[src/rtl/uart_rf_pkg.sv]
package uart_rf_pkg;
  localparam int unsigned AW    = 3;
  localparam int unsigned DW    = 8;
  localparam int unsigned DIV_W = 2 * DW;

  localparam logic [AW-1:0] OFS_DATA = 3'd0;
  localparam logic [AW-1:0] OFS_IEN  = 3'd1;
  localparam logic [AW-1:0] OFS_IID  = 3'd2;
  localparam logic [AW-1:0] OFS_LCTL = 3'd3;
  localparam logic [AW-1:0] OFS_MCTL = 3'd4;
  localparam logic [AW-1:0] OFS_LST  = 3'd5;
  localparam logic [AW-1:0] OFS_MST  = 3'd6;
  localparam logic [AW-1:0] OFS_SCR  = 3'd7;

  localparam logic [DW-1:0] IID_NONE = 8'h01;
  localparam logic [DW-1:0] IID_TXE  = 8'h02;
  localparam logic [DW-1:0] IID_RXD  = 8'h04;

  // Modem status value seen while the control outputs are looped back.
  function automatic logic [DW-1:0] loop_status(input logic [4:0] mctl);
    return {mctl[3:2], mctl[0], mctl[1], 4'b0000};
  endfunction

  // Prioritised identification code: receive data wins over transmit empty.
  function automatic logic [DW-1:0] iid_code(input logic rx_cause, input logic tx_cause);
    if (rx_cause)      return IID_RXD;
    else if (tx_cause) return IID_TXE;
    else               return IID_NONE;
  endfunction

  // Line status byte layout.
  function automatic logic [DW-1:0] lst_pack(input logic temt, input logic thre,
                                              input logic brk, input logic rdy);
    return {1'b0, temt, thre, brk, 3'b000, rdy};
  endfunction
endpackage

[src/rtl/uart_rf_ctl.sv]
module uart_rf_ctl
  import uart_rf_pkg::*;
#(
  parameter int unsigned IEN_W  = 4,
  parameter int unsigned MCTL_W = 5
) (
  input  logic              clk,
  input  logic              rst_n,
  input  logic              wr_en,
  input  logic [AW-1:0]     addr,
  input  logic [DW-1:0]     wdata,
  output logic              dlab,
  output logic              ien_wr,
  output logic [DW-1:0]     lctl_q,
  output logic [IEN_W-1:0]  ien_q,
  output logic [MCTL_W-1:0] mctl_q,
  output logic [DW-1:0]     mst_q,
  output logic [DW-1:0]     scr_q,
  output logic [DIV_W-1:0]  div_q
);
  localparam int unsigned DIV_BYTES = DIV_W / DW;

  assign dlab   = lctl_q[DW-1];
  assign ien_wr = wr_en && (addr == OFS_IEN) && !dlab;

  always_ff @(posedge clk) begin
    if (!rst_n) begin
      lctl_q <= '0;
      ien_q  <= '0;
      mctl_q <= '0;
      mst_q  <= '0;
      scr_q  <= '0;
    end else if (wr_en) begin
      case (addr)
        OFS_IEN:  if (!dlab) ien_q <= wdata[IEN_W-1:0];
        OFS_LCTL: lctl_q <= wdata;
        OFS_MCTL: mctl_q <= wdata[MCTL_W-1:0];
        OFS_MST:  mst_q  <= wdata;
        OFS_SCR:  scr_q  <= wdata;
        default:  ;
      endcase
    end
  end

  // Divisor bytes, one per low offset while the latch access bit is set.
  for (genvar b = 0; b < DIV_BYTES; b++) begin : g_div
    logic byte_wr;
    assign byte_wr = wr_en && dlab && (addr == AW'(b));
    always_ff @(posedge clk) begin
      if (!rst_n)       div_q[b*DW +: DW] <= '0;
      else if (byte_wr) div_q[b*DW +: DW] <= wdata;
    end
  end

  AST_DIV_NO_DATA_PATH: assert property (@(posedge clk) disable iff (!rst_n)
    (wr_en && !dlab) |=> $stable(div_q));
endmodule

[src/rtl/uart_rf_line.sv]
module uart_rf_line
  import uart_rf_pkg::*;
(
  input  logic          clk,
  input  logic          rst_n,
  input  logic          thr_wr,
  input  logic [DW-1:0] thr_byte,
  input  logic          rbr_rd,
  output logic          tx_valid,
  output logic [DW-1:0] tx_data,
  input  logic          tx_ready,
  input  logic          rx_valid,
  input  logic [DW-1:0] rx_data,
  output logic          rx_ready,
  input  logic          rx_break,
  output logic [DW-1:0] rbr_q,
  output logic [DW-1:0] lst,
  output logic          thre,
  output logic          rdy,
  output logic          tx_done
);
  logic temt_q, thre_q, brk_q, rdy_q;
  logic rx_take;

  assign tx_done  = tx_valid && tx_ready;
  assign rx_ready = !rdy_q;
  assign rx_take  = rx_valid && rx_ready;
  assign thre     = thre_q;
  assign rdy      = rdy_q;
  assign lst      = lst_pack(temt_q, thre_q, brk_q, rdy_q);

  always_ff @(posedge clk) begin
    if (!rst_n) begin
      tx_valid <= 1'b0;
      tx_data  <= '0;
      thre_q   <= 1'b1;
      temt_q   <= 1'b1;
    end else if (thr_wr) begin
      tx_valid <= 1'b1;
      tx_data  <= thr_byte;
      thre_q   <= 1'b0;
      temt_q   <= 1'b0;
    end else if (tx_done) begin
      tx_valid <= 1'b0;
      thre_q   <= 1'b1;
      temt_q   <= 1'b1;
    end
  end

  always_ff @(posedge clk) begin
    if (!rst_n) begin
      rbr_q <= '0;
      rdy_q <= 1'b0;
      brk_q <= 1'b0;
    end else if (rx_break) begin
      rbr_q <= '0;
      rdy_q <= 1'b1;
      brk_q <= 1'b1;
    end else if (rx_take) begin
      rbr_q <= rx_data;
      rdy_q <= 1'b1;
    end else if (rbr_rd) begin
      rdy_q <= 1'b0;
      brk_q <= 1'b0;
    end
  end

  AST_TX_HOLD: assert property (@(posedge clk) disable iff (!rst_n)
    (tx_valid && !tx_ready && !thr_wr) |=> (tx_valid && $stable(tx_data)));
  AST_TX_NOT_EMPTY: assert property (@(posedge clk) disable iff (!rst_n)
    tx_valid |-> !thre_q);
  AST_RX_HOLD: assert property (@(posedge clk) disable iff (!rst_n)
    (rdy_q && !rx_break) |=> $stable(rbr_q));
  AST_BRK_HAS_RDY: assert property (@(posedge clk) disable iff (!rst_n)
    brk_q |-> rdy_q);
  AST_RD_CLEARS: assert property (@(posedge clk) disable iff (!rst_n)
    (rbr_rd && !rx_break && !rx_valid) |=> (!rdy_q && !brk_q));
endmodule

[src/rtl/uart_rf_irq.sv]
module uart_rf_irq
  import uart_rf_pkg::*;
(
  input  logic          clk,
  input  logic          rst_n,
  input  logic          thr_wr,
  input  logic          tx_done,
  input  logic          ien_wr,
  input  logic          iid_rd,
  input  logic          thre,
  input  logic          rdy,
  input  logic [1:0]    ien,
  output logic [DW-1:0] iid,
  output logic          irq
);
  logic pend_q;

  assign iid = iid_code(rdy && ien[0], pend_q && ien[1]);
  assign irq = (iid != IID_NONE);

  always_ff @(posedge clk) begin
    if (!rst_n)                                pend_q <= 1'b0;
    else if (thr_wr)                           pend_q <= 1'b0;
    else if (tx_done || (ien_wr && thre))      pend_q <= 1'b1;
    else if (iid_rd && (iid == IID_TXE))       pend_q <= 1'b0;
  end

  AST_PEND_CLEAR: assert property (@(posedge clk) disable iff (!rst_n)
    (iid_rd && iid == IID_TXE && !tx_done && !ien_wr) |=> !pend_q);
  AST_PEND_REARM: assert property (@(posedge clk) disable iff (!rst_n)
    (ien_wr && thre && !thr_wr) |=> pend_q);
  AST_RX_OUTRANKS: assert property (@(posedge clk) disable iff (!rst_n)
    (rdy && ien[0]) |-> (irq && iid != IID_TXE));
endmodule

[src/rtl/uart_regfile.sv]
module uart_regfile
  import uart_rf_pkg::*;
(
  input  logic          clk,
  input  logic          rst_n,
  input  logic [2:0]    bus_addr,
  input  logic          bus_wr,
  input  logic [7:0]    bus_wdata,
  input  logic          bus_rd,
  output logic [7:0]    bus_rdata,
  output logic          tx_valid,
  output logic [7:0]    tx_data,
  input  logic          tx_ready,
  input  logic          rx_valid,
  input  logic [7:0]    rx_data,
  output logic          rx_ready,
  input  logic          rx_break,
  output logic          irq
);
  localparam int unsigned IEN_W  = 4;
  localparam int unsigned MCTL_W = 5;

  logic              dlab, ien_wr, thr_wr, rbr_rd, iid_rd;
  logic [DW-1:0]     lctl_q, mst_q, scr_q, rbr_q, lst, iid;
  logic [IEN_W-1:0]  ien_q;
  logic [MCTL_W-1:0] mctl_q;
  logic [DIV_W-1:0]  div_q;
  logic              thre, rdy, tx_done;

  assign thr_wr = bus_wr && (bus_addr == OFS_DATA) && !dlab;
  assign rbr_rd = bus_rd && (bus_addr == OFS_DATA) && !dlab;
  assign iid_rd = bus_rd && (bus_addr == OFS_IID);

  uart_rf_ctl #(.IEN_W(IEN_W), .MCTL_W(MCTL_W)) u_ctl (
    .clk(clk), .rst_n(rst_n), .wr_en(bus_wr), .addr(bus_addr), .wdata(bus_wdata),
    .dlab(dlab), .ien_wr(ien_wr), .lctl_q(lctl_q), .ien_q(ien_q), .mctl_q(mctl_q),
    .mst_q(mst_q), .scr_q(scr_q), .div_q(div_q)
  );

  uart_rf_line u_line (
    .clk(clk), .rst_n(rst_n), .thr_wr(thr_wr), .thr_byte(bus_wdata), .rbr_rd(rbr_rd),
    .tx_valid(tx_valid), .tx_data(tx_data), .tx_ready(tx_ready),
    .rx_valid(rx_valid), .rx_data(rx_data), .rx_ready(rx_ready), .rx_break(rx_break),
    .rbr_q(rbr_q), .lst(lst), .thre(thre), .rdy(rdy), .tx_done(tx_done)
  );

  uart_rf_irq u_irq (
    .clk(clk), .rst_n(rst_n), .thr_wr(thr_wr), .tx_done(tx_done), .ien_wr(ien_wr),
    .iid_rd(iid_rd), .thre(thre), .rdy(rdy), .ien(ien_q[1:0]), .iid(iid), .irq(irq)
  );

  always_comb begin
    case (bus_addr)
      OFS_DATA: bus_rdata = dlab ? div_q[DW-1:0] : rbr_q;
      OFS_IEN:  bus_rdata = dlab ? div_q[DIV_W-1:DW] : {{(DW-IEN_W){1'b0}}, ien_q};
      OFS_IID:  bus_rdata = iid;
      OFS_LCTL: bus_rdata = lctl_q;
      OFS_MCTL: bus_rdata = {{(DW-MCTL_W){1'b0}}, mctl_q};
      OFS_LST:  bus_rdata = lst;
      OFS_MST:  bus_rdata = mctl_q[4] ? loop_status(mctl_q) : mst_q;
      default:  bus_rdata = scr_q;
    endcase
  end

  AST_DLAB_NO_TX: assert property (@(posedge clk) disable iff (!rst_n)
    (bus_wr && dlab && !tx_valid) |=> !tx_valid);
  AST_LST_CONST_BITS: assert property (@(posedge clk) disable iff (!rst_n)
    (lst[7] == 1'b0) && (lst[3:1] == 3'b000));
endmodule

[config.mk]
export PLATFORM = sky130hd
export DESIGN_NAME = uart_regfile
export DESIGN_NICKNAME = d
export VERILOG_FILES = /design/src/rtl/uart_rf_pkg.sv /design/src/rtl/uart_rf_ctl.sv /design/src/rtl/uart_rf_line.sv /design/src/rtl/uart_rf_irq.sv /design/src/rtl/uart_regfile.sv
export SDC_FILE = /design/constraint.sdc
export NUM_CORES = 1
export LEC_CHECK = 0
export BUFFER_PORTS_ARGS = -buffer_cell sky130_fd_sc_hd__clkbuf_2
export CAP_MARGIN = 10
export CORE_UTILIZATION = 25
export DETAILED_ROUTE_END_ITERATION = 8
export GPL_TIMING_DRIVEN = 0
export SLEW_MARGIN = 30
export SYNTH_ARGS = -nofsm -noshare
export SYNTH_HDL_FRONTEND = slang
export SYNTH_HIERARCHICAL = 1
export SYNTH_SLANG_ARGS = --single-unit
[constraint.sdc]
create_clock -name clk -period 1.7 [get_ports clk]
set_input_delay 0.17 -clock clk [delete_from_list [all_inputs] [get_ports clk]]
set_output_delay 0.17 -clock clk [all_outputs]
set_load 0.01 [all_outputs]
==> flow_summary.toml, run 1 <==
[timing]
period_needed_ns = 2.02
worst_slew_margin_rel_pct = 63.6
final-max-slew-violation-count = 0
final-hold-violation-count = 0
rsz0062_at_grt = "true"
setup_violations = 8
layout_setup_ws_ns = -0.322
worst_pin_slew_ns = 0.547
clock-skew-final_ns = 0.00629
min_period_over_period_pct = 119
fmax_mhz = 495

[cells_and_area]
fin_util_pct = 32.6
fin_area_mm2 = 0.00451
area_growth_pct = 27.3
drive_gt1_share_pct = 27.0
antenna_cells = 0
fin_cells = 669
num-nets-final = 510

[floorplan]
die_h_um = 121
ios = 45
fp.dieW_um = 121
core_area_mm2 = 0.0138
die_area_mm2 = 0.0146
start_util_pct = 25.6
std_cell_rows = 43

[logic_synthesis]
synth.area.mux_share_pct = 13.3
synth_area_per_cell_um2 = 8.47
synth_cells = 418
synth_seq_cells = 70
synthSimpleGateAreaFrac_pct = 22.7
synth_edf_count = 0
synth_compound_area_share_pct = 16.0
yosysUniqueCellTypes = 51
synth_warnings = 6
synthAdderAreaFrac_pct = 0
synth_top_family_by_area = "simple AND/OR/NAND/NOR gates"
synth_area_leaders = "dfxtp_1 (40%), mux2i_1 (10%), nand2_1 (9.9%)"
synthXorXnorAreaFrac_pct = 0
syn-cell-area_mm2 = 0.00354
yosysTopAreaCellShare_pct = 39.6
synth_ff_type = "dfxtp_1"
yosysSeqAreaShare_pct = 39.6
yosysTopAreaCell = "dfxtp_1"
synth_async_sr_flop_share_pct = 0

[worst_setup_path]
max_stage_delay_ns = 0.50
crit_path_cell_trace = "buf_8 > mux4_2 > a221o_1 > clkbuf_2"
cp-end-kind = "output port"
cp-start-kind = "flop"
cp_max_fo = 8
slowest_stage = "mux4_2"
criticalPathCategory = "reg2out"
cp.required_ns = 1.53
worstPathArrival_ns = 1.85
path_buf_inv = 2
path_delay_family = "multiplexers"

[pwr]
p_per_area_mw_per_mm2 = 902
p_leak_uw = 0.00176
max-vdd-ir-drop_uv = 533

[detailed_routing]
vias = 3196
routedWlPerCell_um = 15.8
drt_wl_total_um = 10600
drtIter0Drc = 198
dr.pass1.iters = 4
antenna_left = 0
drt_drc_violations_left = 0
via_per_inst = 4.78

[placed_design]
place_area_mm2 = 0.00401
port_buffers = 44
dp_cells = 649
gp_congestion = 0.854
dp_hpwl_um = 7830

[cts]
cts_made_buffers = 9
insertion_delay_ns = 0.33
root_buffer = "clkbuf_16"
cts_tree = "yes"
max-clock-path-buffers = 2
htreeDepth = 3
numClockSinks = 70
path_clk_slew_ns = 0.06
cts_hold_buf = 0

[grt]
grt_max_degree = 14
grt_pass1_vias = 3145
grt_pass1_wl_um = 16800
overflow = 0
antenna_found_initial = 0
track_usage_pct = 15.2

[outcome]
violations = "setup timing"
status = "complete, but fails checks"

[flow_run]
drv_cap = 0

[hold_path]
hp-class = "in2reg"
[tightest hold or removal path: cells and delay by family]
family / cells / cell delay (ns)
AOI/OAI and AO/OA: 1 / 0.05
and+or+nand+nor: 1 / 0.05
buffers and inverters: 1 / 0.08
[flip-flops by register name, summed over array words and instances (netlist names)]
name and flops:
u_line/thre 1, u_line/brk_q 1, u_irq/pend_q 1, u_line/tx_data 8, u_ctl/mctl_q 5, u_ctl/lctl_q 8
u_ctl/scr_q 8, u_line/tx_valid 1, u_ctl/ien_q 4, u_ctl/mst_q 8, u_line/rbr_q 8, u_line/rdy 1
u_ctl/div_q 16
[cells in the final DEF, fill, tap and decap left out, types with 7 or more instances in the layout]
master and instances:
clkbuf_16 9, clkbuf_2 45, a21boi_0 15, nand3_1 18
o21ai_0 18, buf_2 13, mux2i_1 34, a21oi_1 13
nor2_1 11, conb_1 9, nand2_1 93, dfxtp_1 68
o211ai_1 7, buf_4 20, nor2b_1 12
[layout make-up]
type | instances | area (um2)
timing repair buffer | 49 | 280
buffer | 42 | 284
fill | 1452 | 9320
inverter | 6 | 22.5
sequential | 70 | 1410
clock inverter | 6 | 70.1
clock buffer | 10 | 239
multi-input combinational | 306 | 1980
tap | 180 | 225
[through the flow]
stage / setup WS, ns / total power, uW / TNS, ns / hold WS, ns
floorplan: 0.126 / 1980 / 0 / 0.298
CTS: -0.334 / 4080 / -2.24 / 0.0552
global route: -0.384 / 4220 / -2.61 / 0.0699
finish: -0.322 / 4070 / -2.05 / 0.0566
global placement: -0.280 / 2140 / -2.69 / 0.407
detailed placement: -0.302 / 2150 / -3.14 / 0.408
[power breakdown]
group          internal (uW)  switching [uW]  total [uW]
clock network           1180             732        1910
logic                    186             269         455
registers               1670            23.7        1700
total                   3040            1020        4070
[routing by layer]
metal,GRT usage [%],wire [um],vias to the layer above
li1,-,-,1560
met4,6.10,246,0
met5,0,0,-
met2,25.0,5060,85
met1,19.5,4740,1533
met3,2.87,518,18
[logic make-up (layout without fill, tap and decap cells)]
| logic type | count (synthesis) | after routing |
|---|---|---|
| DFF | 70 | 70 |
| other | 2 | 9 |
| and+or+nand+nor | 163 | 163 |
| muxes | 45 | 45 |
| buffers and inverters | 49 | 113 |
| AOI/OAI and AO/OA | 89 | 89 |
[Yosys cell counts (2+ instances only)]
cell / n
conb_1: 2
buf_6: 3
nor2b_1: 12
inv_1: 5
nand2_1: 93
o21ai_0: 24
nand4_1: 2
a31oi_1: 6
mux2i_1: 37
a221o_1: 2
o22ai_1: 6
nand3_1: 18
a221oi_1: 2
nand4b_1: 3
nand3b_1: 3
mux2_2: 7
clkbuf_1: 9
nor2_1: 11
dfxtp_1: 70
o21ai_1: 2
a211oi_1: 5
nand4bb_1: 2
buf_2: 12
a21oi_1: 13
buf_4: 18
nand2b_1: 6
o211ai_1: 7
a21boi_0: 15
[repair_timing]
action,CTS,global route
cloned,1,1
setup buffers,2,1
endpoints found under the setup margin,10,16
resized for setup,24,14
pin swaps,14,6
[path summary, 6_finish.rpt]
| kind | from | end | slack, ns | depth (start not counted) |
|---|---|---|---|---|
| setup / recovery | u_ctl/lctl_q[7] | bus_rdata[1] | -0.32 | 4 |
| hold / removal | rx_data[0] | u_line/rbr_q[0] | 0.06 | 3 |
| setup reg to reg | u_ctl/lctl_q[7] | u_line/tx_data[6] | 0.13 | 6 |
| hold reg to reg | u_line/rbr_q[3] | u_line/rbr_q[3] | 0.46 | 2 |
Note: power is estimated with default switching activity, not from simulation.
==> run 2, diff against run 1 <==
--- a/config.mk
+++ b/config.mk
@@ -5,11 +5,14 @@
 export SDC_FILE = /design/constraint.sdc
 export NUM_CORES = 1
 export LEC_CHECK = 0
-export BUFFER_PORTS_ARGS = -buffer_cell sky130_fd_sc_hd__clkbuf_2
+export BUFFER_PORTS_ARGS = -buffer_cell sky130_fd_sc_hd__buf_2
 export CAP_MARGIN = 10
+export CELL_PAD_IN_SITES_DETAIL_PLACEMENT = 2
+export CELL_PAD_IN_SITES_GLOBAL_PLACEMENT = 2
 export CORE_UTILIZATION = 25
 export DETAILED_ROUTE_END_ITERATION = 8
 export GPL_TIMING_DRIVEN = 0
+export PLACE_DENSITY_LB_ADDON = 0.1
 export SLEW_MARGIN = 30
 export SYNTH_ARGS = -nofsm -noshare
 export SYNTH_HDL_FRONTEND = slang
==> run 2 against run 1 <==
  * The flow still finishes with violations (setup timing)
  * Total power increased by 3.6%
  * Clock skew fell by 0.00069 ns
  * Via count grew 2.8%
  * Maximum frequency is 2.8% lower
  * Clock-buffer cell count up 3
  * Critical endpoint unchanged
  * Register-to-register slack got worse by 0.15 ns
  * Critical path depth did not move
  * Global-route usage increased by 4.7 points
  * Sequential power barely moved
==> flow_summary.toml, run 2 (synthesized netlist as in run 1, its figures left out) <==
[cells_and_area]
final_cell_mix = "nand2_1 (93), dfxtp_1 (66), buf_2 (54)"
drive_gt1_share_pct = 28.5
largest-register = "u_ctl/div_q"
num-nets-final = 512
layout_commonest_cell = "nand2_1"
antenna_cells = 0
area_growth_pct = 28.2
largest_reg_flops = 16
fin_util_pct = 32.8

[detailed_routing]
via_per_inst = 4.90
dr.pass1.iters = 4
drtIter0Drc = 105
routedWlPerCell_um = 20.3
vias = 3286
antenna_left = 0
drt_drc_violations_left = 0
drt_wl_total_um = 13600

[timing]
final-hold-violation-count = 0
worst_pin_slew_ns = 0.750
min_period_over_period_pct = 122
setup_violations = 10
fmax_mhz = 481
layout_setup_ws_ns = -0.380
rsz0062_at_grt = "true"
final-max-slew-violation-count = 0
worst_slew_margin_rel_pct = 50.0
period_needed_ns = 2.08
clock-skew-final_ns = 0.00559

[cts]
cts_made_buffers = 9
path_clk_slew_ns = 0.06
max-clock-path-buffers = 2
htreeDepth = 3
cts_tree = "yes"
insertion_delay_ns = 0.34
root_buffer = "clkbuf_16"
numClockSinks = 70

[floorplan]
std_cell_rows = 43
die_h_um = 121
fp.dieW_um = 121
core_area_mm2 = 0.0138
die_area_mm2 = 0.0146
start_util_pct = 25.6
ios = 45

[pwr]
max-vdd-ir-drop_uv = 696
p_per_area_mw_per_mm2 = 928
p_total_uw = 4210
p_leak_uw = 0.00179

[placed_design]
port_buffers = 44
gp_congestion = 0.792
dp_hpwl_um = 9840

[grt]
overflow = 0
grt-busiest-layer = "met2"
met1_usage_pct = 25.3
grt_pass1_wl_um = 20800
grt_pass1_vias = 3518
grt_max_degree = 14
antenna_found_initial = 0
use_met2_pct = 33.6
use_met3_pct = 4.04
track_usage_pct = 19.9

[outcome]
status = "complete, but fails checks"
violations = "setup timing"

[worst_setup_path]
max_stage_delay_ns = 0.54
path_buf_inv = 2
slowest_stage = "mux4_2"
crit_path_cell_trace = "buf_8 > mux4_2 > a221o_1 > buf_2"
cp_max_fo = 7
criticalPathCategory = "reg2out"
cp-start-kind = "flop"
cp.required_ns = 1.53
cp-end-kind = "output port"
path_delay_family = "multiplexers"
worstPathArrival_ns = 1.91

[flow_run]
drv_cap = 0

[hold_path]
hp-class = "in2reg"
[run 2: changes by cell type in the layout (fill, tap and decap cells not counted), moves of 2 or more]
cell	delta
clkbuf_2	-43
buf_2	+41
buf_6	+3
clkbuf_8	+3
clkinvlp_4	-3
a211oi_1	-2
a211oi_2	+2
buf_4	+2
clkinv_2	+2
dfxtp_1	-2
dfxtp_2	+2
mux2i_2	+2
mux2i_4	-2
[run 2: path summary, 6_finish.rpt]
| kind | startpoint | endpoint | slack [ns] | cells after the start |
|---|---|---|---|---|
| worst min register to register | u_ctl/scr_q[5] | u_ctl/scr_q[5] | 0.46 | 2 |
| worst min-delay path | rx_data[7] | u_line/rbr_q[7] | 0.06 | 3 |
| worst max register to register | u_ctl/lctl_q[7] | u_line/tx_data[5] | -0.02 | 8 |
| worst max-delay path | u_ctl/lctl_q[7] | bus_rdata[1] | -0.38 | 4 |
[run 2: layer usage]
metal,part of all wire [%],up-vias
met2,50,48
met4,1.2,0
met1,46,1656
li1,-,1571
met5,0,-
met3,2.6,11
[run 2: cell type report]
cell class	count	area, um2
Fill cell	1582	9290
Multi-Input combinational cell	306	1990
Sequential cell	70	1410
Buffer	42	290
Timing Repair Buffer	51	288
Clock buffer	13	280
Tap cell	180	225
Clock inverter	3	40.0
Inverter	6	22.5
[run 2: tightest hold or removal path, delay by kind of cell]
kind	cells	cell delay [ns]
buf+inv	1	0.09
simple gates	1	0.04
compound gates	1	0.05
[run 2: repair_timing]
action                     in CTS  in global routing
setup buffers                   5                  1
setup endpoints to repair       8                 17
pin swaps                       5                  9
gates cloned                    0                  1
hold buffers                    0                  0
gates resized for setup        29                 19
[run 2: power by group]
group / total [uW] / switching [uW] / internal, uW
logic: 491 / 302 / 189
registers: 1700 / 22.4 / 1670
clock network: 2030 / 736 / 1290
[run 2: per-stage QoR]
stage               setup TNS (ns)  cell area, um2  setup WS [ns]  instances  hold slack (ns)
CTS                          -2.62            4460         -0.370        669           0.0506
finish                       -2.32            4540         -0.380        671           0.0568
global route                 -3.39            4540         -0.415        671           0.0728
floorplan                        0            3570          0.126        425            0.298
global placement             -3.65            4010         -0.459        649            0.412
detailed placement           -4.20            4010         -0.468        649            0.421
==> run 3, diff against run 2 <==
--- a/config.mk
+++ b/config.mk
@@ -12,7 +12,7 @@
 export CORE_UTILIZATION = 25
 export DETAILED_ROUTE_END_ITERATION = 8
 export GPL_TIMING_DRIVEN = 0
-export PLACE_DENSITY_LB_ADDON = 0.1
+export PLACE_DENSITY_LB_ADDON = 0.3
 export SLEW_MARGIN = 30
 export SYNTH_ARGS = -nofsm -noshare
 export SYNTH_HDL_FRONTEND = slang
==> run 3 against run 2 <==
  * The run still ends with setup timing left
  * Clock skew decreased by 0.0016 ns
  * Critical endpoint unchanged
  * Core utilization increased by 0.13 points
  * Critical path depth unchanged
  * Die area unchanged
  * Non-clock buffer count unchanged
  * Clock-buffer cell count decreased by 2
  * Via count decreased by 1.0%
==> flow_summary.toml, run 3 (synthesized netlist as in run 1, its figures left out) <==
[worst_setup_path]
reg2reg_slack_ns = 0.09
criticalPathCategory = "reg2out"
cp_max_fo = 8
cp-start-kind = "flop"
crit_path_cell_trace = "buf_12 > mux4_2 > a221o_1 > buf_2"
slowest_stage = "mux4_2"
r2r-start = "u_ctl/lctl_q[7]"
worstPathArrival_ns = 1.89
r2r_end = "u_line/tx_data[5]"
worst_r2r_path_depth = 7
cp.required_ns = 1.53
max_stage_delay_ns = 0.50
cp-end-kind = "output port"

[timing]
worst_slew_margin_rel_pct = 56.2
period_needed_ns = 2.06
final-max-slew-violation-count = 0
fmax_mhz = 486
min_period_over_period_pct = 121
setup_violations = 8
layout_setup_ws_ns = -0.356
clock-skew-final_ns = 0.00398
final-hold-violation-count = 0
rsz0062_at_grt = "true"
holdWs_ns = 0.0694
worst_pin_slew_ns = 0.657

[pwr]
p_total_uw = 4020
p_per_area_mw_per_mm2 = 882
max-vdd-ir-drop_uv = 367
p_leak_uw = 0.00178

[floorplan]
ios = 45
start_util_pct = 25.6
std_cell_rows = 43
core_area_mm2 = 0.0138
die_area_mm2 = 0.0146
fp.dieW_um = 121
die_h_um = 121

[cts]
path_clk_slew_ns = 0.05
root_buffer = "clkbuf_16"
max-clock-path-buffers = 2
htreeDepth = 3
cts_made_buffers = 9
insertion_delay_ns = 0.34
cts_tree = "yes"
numClockSinks = 70

[detailed_routing]
via_per_inst = 4.87
dr.pass1.iters = 4
routedWlPerCell_um = 19.6
antenna_left = 0
drt_drc_violations_left = 0
drt_wl_total_um = 13100
drtIter0Drc = 100
vias = 3253

[cells_and_area]
drive_gt1_share_pct = 29.3
antenna_cells = 0
layout_commonest_cell = "nand2_1"
final_cell_mix = "nand2_1 (92), dfxtp_1 (67), buf_2 (56)"
largest-register = "u_ctl/div_q"
area_growth_pct = 28.7
fin_util_pct = 33.0
largest_reg_flops = 16
num-nets-final = 512

[grt]
track_usage_pct = 18.8
grt_max_degree = 14
use_met2_pct = 30.6
grt_pass1_wl_um = 20000
grt_pass1_vias = 3518
grt-busiest-layer = "met2"
overflow = 0
antenna_found_initial = 0
use_met3_pct = 3.99
met1_usage_pct = 23.8

[placed_design]
dp_hpwl_um = 9510
port_buffers = 44
gp_congestion = 0.793

[hold_path]
hp-class = "in2reg"
min_path_cells = 3
min_to = "u_line/rbr_q[7]"
min-delay-start = "rx_data[7]"

[flow_run]
drv_cap = 0

[outcome]
violations = "setup timing"
status = "complete, but fails checks"
run 3: changes by cell type in the layout (fill, tap and decap cells not counted), sizes merged:
cell    change
buf         -1
clkbuf      -1
clkinv      -1
run 3: what timing repair did:
action	CTS	global route
pin swaps	9	6
gates resized for setup	27	28
hold endpoints to repair	0	0
gates cloned	0	2
setup endpoints to repair	16	17
hold buffers	0	0
buffers inserted	4	1
run 3: through the flow:
step / worst slack, ns / instance area [um2] / TNS, ns / cells
finish: -0.356 / 4560 / -2.25 / 668
global route: -0.413 / 4560 / -2.84 / 668
CTS: -0.355 / 4420 / -2.51 / 665
detailed placement: -0.414 / 4010 / -3.51 / 649
global placement: -0.390 / 4010 / -3.20 / 649
floorplan: 0.126 / 3570 / 0 / 425
run 3: worst max-delay path by stage:
stage | startpoint | slack, ns | to
6_report | u_ctl/lctl_q[7] | -0.36 | bus_rdata[1]
4_1_cts | u_ctl/lctl_q[7] | -0.35 | bus_rdata[5]
3_5_place_dp | u_ctl/lctl_q[7] | -0.41 | bus_rdata[0]
3_3_place_gp | u_ctl/lctl_q[7] | -0.39 | bus_rdata[0]
5_1_grt | u_ctl/lctl_q[7] | -0.41 | bus_rdata[1]
2_1_floorplan | u_ctl/lctl_q[7] | 0.13 | bus_rdata[1]
run 3: final cells by class:
class | count | area, um2
Multi-Input combinational cell | 306 | 2040
Clock buffer | 11 | 243
Buffer | 42 | 290
Clock inverter | 2 | 35.0
Fill cell | 1556 | 9270
Timing Repair Buffer | 51 | 290
Inverter | 6 | 22.5
Sequential cell | 70 | 1410
Tap cell | 180 | 225
run 3: worst max-delay path: cells and delay by family (launching register included):
family                 cells  cell delay [ns]
buffers and inverters      2             0.30
muxes                      1             0.50
DFF                        1             0.38
AOI/OAI and AO/OA          1             0.37
run 3: metal layers:
| layer | part of all wire (%) | vias to the layer above | wire, um |
|---|---|---|---|
| li1 | - | 1560 | - |
| met1 | 47 | 1623 | 6090 |
| met2 | 47 | 48 | 6210 |
| met3 | 2.8 | 22 | 362 |
| met4 | 3.2 | 0 | 416 |
| met5 | 0 | - | 0 |
run 3: power breakdown:
group	switching, uW	leakage, uW	internal, uW
clock	684	0.000137	1150
sequential	24.2	0.000568	1670
combinational	297	0.00107	194
total	1000	0.00178	3020
